<file path="config.mk">
export PLATFORM = sky130hd
export DESIGN_NAME = scan_timing_gen
export DESIGN_NICKNAME = d
export VERILOG_FILES = /design/src/rtl/scan_pkg.sv /design/src/rtl/scan_counter.sv /design/src/rtl/region_flag.sv /design/src/rtl/scan_timing_gen.sv
export SDC_FILE = /design/constraint.sdc
export NUM_CORES = 1
export LEC_CHECK = 0
export CAP_MARGIN = 40
export CORE_ASPECT_RATIO = 1.5
export CORE_MARGIN = 2
export CORE_UTILIZATION = 35
export DETAILED_ROUTE_END_ITERATION = 8
export PLACE_DENSITY = 0.62
export SLEW_MARGIN = 20
export SYNTH_ARGS = -nofsm -noshare
export SYNTH_HDL_FRONTEND = slang
export SYNTH_HIERARCHICAL = 1
export SYNTH_SLANG_ARGS = --single-unit
</file>
<file path="constraint.sdc">
create_clock -name clk -period 3.5 [get_ports clk]
set_input_delay 0.525 -clock clk [delete_from_list [all_inputs] [get_ports clk]]
set_output_delay 0.525 -clock clk [all_outputs]
set_load 0.05 [all_outputs]
</file>
<file path="src/rtl/scan_pkg.sv">
// Shared helpers for the scan timing generator.
// Assumes counts are positive integers that fit in 32 bits.
package scan_pkg;
    // Number of bits needed to hold the values 0..n-1 (at least one bit).
    function automatic int cnt_width(input int n);
        return (n < 2) ? 1 : $clog2(n);
    endfunction
endpackage

</file>
<file path="src/rtl/scan_counter.sv">
// Modulo-MAX counter that advances when step is high.
// Outputs the current value, the value it will take at the next edge,
// and a combinational wrap flag.
// Assumes MAX >= 2 and a synchronous active-low reset.
module scan_counter #(
    parameter int MAX = 264,
    parameter int W   = scan_pkg::cnt_width(MAX)
) (
    input  logic         clk,
    input  logic         rst_n,
    input  logic         step,
    output logic [W-1:0] cnt,
    output logic [W-1:0] cnt_next,
    output logic         wrap
);
    localparam logic [W-1:0] LAST = W'(MAX - 1);

    // Detect the last value while the counter is stepping.
    always_comb begin
        wrap = step && (cnt == LAST);
    end

    // Work out the value for the next edge.
    always_comb begin
        if (wrap)
            cnt_next = '0;
        else if (step)
            cnt_next = cnt + 1'b1;
        else
            cnt_next = cnt;
    end

    // Hold the count.
    always_ff @(posedge clk) begin
        if (!rst_n)
            cnt <= '0;
        else
            cnt <= cnt_next;
    end

    // the count never goes past its last value.
    assert_range_R1: assert property (@(posedge clk) disable iff (!rst_n)
        cnt <= LAST);

    // stepping from the last value returns the count to zero.
    assert_wrap_R1: assert property (@(posedge clk) disable iff (!rst_n)
        (step && cnt == LAST) |=> (cnt == '0));
endmodule

</file>
<file path="src/rtl/region_flag.sv">
// Set/clear register for one timing interval.
// It is set when probe equals SET_AT and cleared when probe equals CLR_AT.
// probe is the counter's next value, so the flag lines up with the
// registered count.
// Assumes SET_AT differs from CLR_AT.
module region_flag #(
    parameter int W      = 9,
    parameter int SET_AT = 0,
    parameter int CLR_AT = 1,
    parameter bit INIT   = 1'b0
) (
    input  logic         clk,
    input  logic         rst_n,
    input  logic [W-1:0] probe,
    output logic         flag
);
    localparam logic [W-1:0] SET_V = W'(SET_AT);
    localparam logic [W-1:0] CLR_V = W'(CLR_AT);

    // Set on entry to the interval, clear on exit, otherwise hold.
    always_ff @(posedge clk) begin
        if (!rst_n)
            flag <= INIT;
        else if (probe == SET_V)
            flag <= 1'b1;
        else if (probe == CLR_V)
            flag <= 1'b0;
    end

    // the flag keeps its value unless probe reaches a boundary.
    assert_hold_R5: assert property (@(posedge clk) disable iff (!rst_n)
        (probe != SET_V && probe != CLR_V) |=> $stable(flag));
endmodule

</file>
<file path="src/rtl/scan_timing_gen.sv">
// Raster timing generator for an 800x600, 60 Hz mode whose horizontal
// timing is scaled down to suit a 10 MHz pixel clock.
// A pixel counter drives a line counter. Every interval is a set/clear
// register fed by equality decodes of the next count.
// Assumes every interval parameter is at least 1 and rst_n is
// synchronous and active low.
module scan_timing_gen #(
    parameter int H_ACTIVE = 200,
    parameter int H_FRONT  = 10,
    parameter int H_SYNC   = 32,
    parameter int H_BACK   = 22,
    parameter int V_ACTIVE = 600,
    parameter int V_FRONT  = 1,
    parameter int V_SYNC   = 4,
    parameter int V_BACK   = 23,
    localparam int H_TOTAL = H_ACTIVE + H_FRONT + H_SYNC + H_BACK,
    localparam int V_TOTAL = V_ACTIVE + V_FRONT + V_SYNC + V_BACK,
    localparam int HW      = scan_pkg::cnt_width(H_TOTAL),
    localparam int VW      = scan_pkg::cnt_width(V_TOTAL)
) (
    input  logic          clk,
    input  logic          rst_n,
    output logic          hsync,
    output logic          vsync,
    output logic          de,
    output logic [HW-1:0] h_count,
    output logic [VW-1:0] v_count,
    output logic          frame_end
);
    localparam int HS_START = H_ACTIVE + H_FRONT;
    localparam int HS_END   = HS_START + H_SYNC;
    localparam int VS_START = V_ACTIVE + V_FRONT;
    localparam int VS_END   = VS_START + V_SYNC;

    logic [HW-1:0] h_next;
    logic [VW-1:0] v_next;
    logic          h_wrap;
    logic          v_wrap;
    logic          h_vis;
    logic          v_vis;
    logic          eof_q;

    scan_counter #(.MAX(H_TOTAL), .W(HW)) u_hcnt (
        .clk(clk), .rst_n(rst_n), .step(1'b1),
        .cnt(h_count), .cnt_next(h_next), .wrap(h_wrap)
    );

    scan_counter #(.MAX(V_TOTAL), .W(VW)) u_vcnt (
        .clk(clk), .rst_n(rst_n), .step(h_wrap),
        .cnt(v_count), .cnt_next(v_next), .wrap(v_wrap)
    );

    region_flag #(.W(HW), .SET_AT(0), .CLR_AT(H_ACTIVE), .INIT(1'b1)) u_hvis (
        .clk(clk), .rst_n(rst_n), .probe(h_next), .flag(h_vis)
    );

    region_flag #(.W(HW), .SET_AT(HS_START), .CLR_AT(HS_END), .INIT(1'b0)) u_hsync (
        .clk(clk), .rst_n(rst_n), .probe(h_next), .flag(hsync)
    );

    region_flag #(.W(VW), .SET_AT(0), .CLR_AT(V_ACTIVE), .INIT(1'b1)) u_vvis (
        .clk(clk), .rst_n(rst_n), .probe(v_next), .flag(v_vis)
    );

    region_flag #(.W(VW), .SET_AT(VS_START), .CLR_AT(VS_END), .INIT(1'b0)) u_vsync (
        .clk(clk), .rst_n(rst_n), .probe(v_next), .flag(vsync)
    );

    // Raise the end-of-frame strobe when the next pixel is the last of the frame.
    always_ff @(posedge clk) begin
        if (!rst_n)
            eof_q <= 1'b0;
        else
            eof_q <= (h_next == HW'(H_TOTAL - 1)) && (v_next == VW'(V_TOTAL - 1));
    end

    // Combine the two visible flags into display enable.
    always_comb begin
        de        = h_vis && v_vis;
        frame_end = eof_q;
    end

    // hsync matches a range test on the pixel count.
    assert_hsync_R2: assert property (@(posedge clk) disable iff (!rst_n)
        hsync == ((h_count >= HW'(HS_START)) && (h_count < HW'(HS_END))));

    // vsync matches a range test on the line count.
    assert_vsync_R4: assert property (@(posedge clk) disable iff (!rst_n)
        vsync == ((v_count >= VW'(VS_START)) && (v_count < VW'(VS_END))));

    // display enable matches the visible rectangle.
    assert_de_R5: assert property (@(posedge clk) disable iff (!rst_n)
        de == ((h_count < HW'(H_ACTIVE)) && (v_count < VW'(V_ACTIVE))));

    // the line count holds unless the pixel count wraps.
    assert_vstep_R3: assert property (@(posedge clk) disable iff (!rst_n)
        !h_wrap |=> $stable(v_count));

    // the strobe appears only on the final pixel of the frame.
    assert_eof_pos_R7: assert property (@(posedge clk) disable iff (!rst_n)
        frame_end |-> (h_count == HW'(H_TOTAL - 1) && v_count == VW'(V_TOTAL - 1)));

    // the strobe lasts a single clock.
    assert_eof_once_R7: assert property (@(posedge clk) disable iff (!rst_n)
        frame_end |=> !frame_end);

    // the strobe comes with every wrap of both counters.
    assert_eof_wrap_R7: assert property (@(posedge clk) disable iff (!rst_n)
        v_wrap |-> frame_end);
endmodule

</file>
Word-level counts from Yosys, hierarchy flattened
Index checks and enable logic that the tools add are counted.
{ "classes": {"addsub": 2, "n_eq_ne": 10, "n_mux": 7, "bitwise_logic": 1, "reduce_logical": 9} }
{ "op_table": {"columns": ["cell", "count"], "rows": [
  ["10-bit equality test, second input constant", 5],
  ["9-bit by 8-bit equality test with 1-bit output, second input constant", 3],
  ["10-bit two-way mux", 2],
  ["9-bit equality test, second input constant", 2],
  ["10-bit by 1-bit adder with 10-bit output, second input constant", 1],
  ["10-bit zero test", 1],
  ["9-bit by 1-bit adder with 9-bit output, second input constant", 1],
  ["9-bit zero test", 1],
  ["9-bit two-way mux", 1],
  ["1-bit two-way mux", 4],
  ["2-bit nonzero test", 2],
  ["2-bit OR reduction", 2],
  ["1-bit logical AND", 3],
  ["1-bit inverter", 1]
]} }
{ "word_totals": {"register_bits": 24, "output_inout_bits": 23, "wordCells": 36} }

Depth between registers and ports, before layout
{ "depth": {"depth_word": 6, "mapped_depth": 10, "mapped_depth_nobuf": 9} }

Hierarchy
Netlist, hierarchy kept.
{ "by_module_without_submodules": {"columns": ["module", "instances", "cells_per_inst", "area_per_inst_um2", "seq_area_each_um2"], "rows": [
  ["scan_counter at u_vcnt", 1, 62, 551.8, 200.2],
  ["scan_counter at u_hcnt", 1, 52, 465.4, 180.2],
  ["scan_timing_gen", 1, 10, 96.3, 20.0],
  ["region_flag at u_vvis", 1, 7, 72.6, 20.0],
  ["region_flag at u_hsync", 1, 6, 71.3, 20.0],
  ["region_flag at u_vsync", 1, 7, 71.3, 20.0],
  ["region_flag at u_hvis", 1, 8, 70.1, 20.0]
]} }

Least setup slack after synthesis
OpenSTA, ideal clock, no wires.
{ "synth_path": {"path_kind": "reg2reg", "from": "register u_hcnt.cnt[0]", "to": "register u_vvis.flag", "setup_time_ps": 133, "t_arrival_ps": 3215, "t_required_ps": 3367, "slack_ps": 152, "stages_incl_launch_ff": 11, "n_path_buf": 1, "cell_sequence": "dfxtp_1 ha_1 nand2_2 nor3_2 buf_2 nand3_1 nor4_4 a21oi_1 or4_4 o31ai_2 o311ai_1"} }
{ "synth_between": {"elab_chain_len": 5, "word_cells_on_any_way": 7} }
{ "synth_lines": {"columns": ["item", "line", "text"], "rows": [
  ["start, declared", "scan_counter.sv:12", "output logic [W-1:0] cnt,"],
  ["start signal, assigned", "scan_counter.sv:38", "cnt <= cnt_next;"],
  ["9-bit equality test *", "scan_counter.sv:20", "wrap = step && (cnt == LAST);"],
  ["via h_wrap", "scan_timing_gen.sv:37", "logic h_wrap;"],
  ["1-bit logical AND *", "scan_counter.sv:20", null],
  ["via v_wrap", "scan_timing_gen.sv:38", "logic v_wrap;"],
  ["10-bit two-way mux *", "scan_counter.sv:25", "if (wrap)"],
  ["via v_next[5]", "scan_timing_gen.sv:36", "logic [VW-1:0] v_next;"],
  ["10-bit zero test", "region_flag.sv:24", "else if (probe == SET_V)"],
  ["2-bit OR reduction (no line)", null, null],
  ["end signal, assigned", "region_flag.sv:23", "flag <= INIT;"],
  ["end signal, assigned", "region_flag.sv:25", "flag <= 1'b1;"],
  ["end signal, assigned", "region_flag.sv:27", "flag <= 1'b0;"],
  ["end, declared", "region_flag.sv:15", "output logic flag"]
]} }
Mark *: on every way through the listed nets, which the timed path passes. The rest lies on a longest branch.
A chain may end at the register's enable or synchronous reset.

Worst setup path after layout
Ends and elaborated chain as after synthesis.

==> summary.txt <==
Logic synthesis
  – Synth warn: 6
  – Post-synth top area cell: dfxtp_1
  – Register area share after synthesis: 34.3%
  – Top FF cell, synth: dfxtp_1
  – Mapped Nets: 156
  – Top post-synthesis cells by count: dfxtp_1, nor2_1, a21oi_1
  – #FFs+latches synth: 24
  – Cell area after synthesis: 0.00140 mm2
  – Avg Inst Size Synth: 9.20 um2
  – Post-synth EDFFs: 0
  – Count of cell types in the netlist: 42
  – Async SR Flop Fraction: 0%
  – Yosys top cell area share: 34.3%
  – Top cells by area, synth: dfxtp_1, a21oi_1, nor2_1
  – Count leader, synth: dfxtp_1
  – Mapped Cells: 152

Critical path
  – WP data arrival: 3.01 ns
  – Critical path type: reg -> reg
  – Worst Setup End Kind: flip-flop
  – Crit-path max FO: 7
  – Worst r2r src: u_hcnt/cnt[0]
  – RR Endpoint: u_vvis/flag
  – Worst Path Required: 3.61 ns
  – Startpoint Class: flip-flop
  – Reg2Reg Depth: 10
  – Reg2reg setup slack: 0.60 ns

Clocking
  – Htree depth: 1
  – Sinks on Clock Net: 24
  – CTS buffer count: 3
  – Post-CTS sizing: 0
  – CTS Root Cell: clkbuf_8
  – CTS Hold Buffers Added: 0
  – Setup Fix Bufs, Post-CTS: 0
  – Worst-skew pair later-pin latency: 0.26 ns
  – Worst-path clk slew: 0.08 ns
  – CTS tree: done
  – Clock Tree Buf Depth: 2

Die
  – Die Footprint: 0.00453 mm2
  – Starting Density: 36.0%
  – Die X: 55.6 um
  – Row Count: 28
  – Die outline height: 81.4 um
  – I/O pin cnt: 25
  – Core area: 0.00389 mm2

Timing
  – Fin crit share: 82.8%
  – RSZ-0062 raised after global routing: no
  – Max Slew Vio Count: 0
  – Worst slew pin tran: 0.580 ns
  – Final hold violation count: 0
  – Final setup viols: 0
  – Setup TNS Final: 0 ns
  – Slew margin rel.: 61.2%
  – Final Skew: 0.00303 ns
  – Tmin final: 2.90 ns
  – Final WS setup: 0.603 ns
  – Max Clk Rate: 0.345 GHz

Cells and area
  – ANT cells: 0
  – Reg area: 480 um2
  – Non-Filler Instances: 223
  – Final #Nets: 184
  – Multi-input combinational cell area: 887 um2
  – Ratio of cells with drive above 1 in the final layout: 11.8%
  – Syn-to-layout area delta: 23.8%
  – Filler cells: 376
  – Layout Utilization: 44.5%

Worst hold path
  – Hold path endpoint: u_vsync/flag
  – HP Class: reg -> reg
  – Cell count of the worst hold path: 2
  – Hold_sp: u_vsync/flag

Place
  – Placed insts: 220
  – Post-place setup slack: 0.628 ns
  – IO buf count: 24
  – Gpl congestion: 0.881
  – HPWL after DPL: 2750 um

Detailed routing
  – Antenna Nets Post-Route: 0
  – Routed via count: 1301
  – Pre-antenna DRT Iters: 4
  – DRT iter0 DRCs: 25
  – Routed len/inst: 15.6 um
  – # DRC: 0
  – Routed wire length: 3480 um
  – Drt via density: 5.83

GRT
  – Initial antenna violation count: 0
  – Largest net degree at the start of global routing: 14
  – Vias in the first global route: 1271
  – Overflow after GRT: 0
  – First-pass GRT wire length: 6040 um
  – Gr usage total: 16.7%

Power and ir drop
  – Leakage power: 0.000651 uW
  – Power density over the cells: 274 mW/mm2
  – IR drop worst, VDD: 188 uV

Run status
  – Outcome: complete, no violations

Run
  – Number of max-cap violations: 0
-- metrics by stage --
stage / hold WS [ns] / power (uW) / area [um2]
after floorplan: 0.464 / 313 / 1400
after global placement: 0.461 / 325 / 1690
after detailed placement: 0.466 / 325 / 1690
after CTS: 0.477 / 486 / 1730
after global routing: 0.487 / 501 / 1730
final: 0.473 / 475 / 1730
-- placed cells by master, fill, tap and decap left out, types with 2 or more instances in the layout --
cell	synthesis	routed
a21oi_1	13	13
and2_1	4	4
and4b_1	2	2
buf_4	2	2
clkbuf_8	0	3
clkdlybuf4s50_1	0	24
dfxtp_1	24	24
ha_1	2	2
inv_1	3	3
mux2i_1	4	4
nand2_1	11	11
nand2b_1	2	2
nand3_1	5	5
nand4_1	8	8
nand4_2	2	2
nand4b_1	3	3
nand4bb_1	2	2
nor2_1	15	15
o21ai_0	6	6
o31ai_1	2	2
or3_1	8	8
or4_1	4	4
or4_4	2	2
xnor2_1	5	5
xor2_1	4	4
-- metal layers --
| metal | GRT usage, % | share of wire, % |
|---|---|---|
| met4 | 8.29 | 2.8 |
| met3 | 1.89 | 3.0 |
| met2 | 31.0 | 53 |
| met1 | 19.0 | 41 |
| met5 | 0 | 0 |
-- worst max-delay path: stages, from the launching register on --
cell and delay [ns]:
dfxtp_1 0.44, ha_1 0.22, nand2_2 0.13, nor3_2 0.23
nand3_1 0.24, nor4_4 0.30, buf_4 0.19, a21oi_1 0.09
or4_4 0.58, o31ai_2 0.23, o311ai_1 0.12
-- flip-flops by register name, summed over array words and instances, names as in the netlist --
signal,cells
frame_end,1
u_hcnt/cnt,9
u_hsync/flag,1
u_hvis/flag,1
u_vcnt/cnt,10
u_vsync/flag,1
u_vvis/flag,1
-- kinds of logic (layout without fill, tap and decap cells) --
family / count (synthesis) / after routing / synth area share (%)
adders and majority gates: 2 / 2 / 1.79
AOI/OAI and AO/OA: 28 / 28 / 14.8
DFF: 24 / 24 / 34.3
and+or+nand+nor: 78 / 78 / 38.1
buffers and inverters: 6 / 32 / 2.24
other: 1 / 1 / 0.268
muxes: 4 / 4 / 2.86
xor gates and xnor gates: 9 / 9 / 5.63
-- where the power goes --
group | internal [uW] | switching (uW)
logic | 13.6 | 26.2
registers | 275 | 4.17
clock network | 76.7 | 78.7
total | 366 | 109
-- worst max-delay path by stage --
stage	startpoint	endpoint	slack, ns	depth (start not counted)
final	u_hcnt/cnt[0]	u_vvis/flag	0.60	10
after global placement	u_hcnt/cnt[3]	u_vvis/flag	0.68	9
after CTS	u_hcnt/cnt[0]	u_vvis/flag	0.59	10
after global routing	u_hcnt/cnt[0]	u_vvis/flag	0.36	10
after detailed placement	u_hcnt/cnt[0]	u_vvis/flag	0.63	10
after floorplan	u_hcnt/cnt[0]	u_vvis/flag	0.15	10
-- area by class of cell --
| cell class | instances | area share, % |
|---|---|---|
| Inverter | 3 | 0.650 |
| Sequential cell | 24 | 27.7 |
| Multi-Input combinational cell | 122 | 51.2 |
| Clock buffer | 3 | 2.38 |
| Tap cell | 45 | 3.25 |
| Timing Repair Buffer | 26 | 14.7 |
No activity file was read; power rests on OpenSTA's default activity.
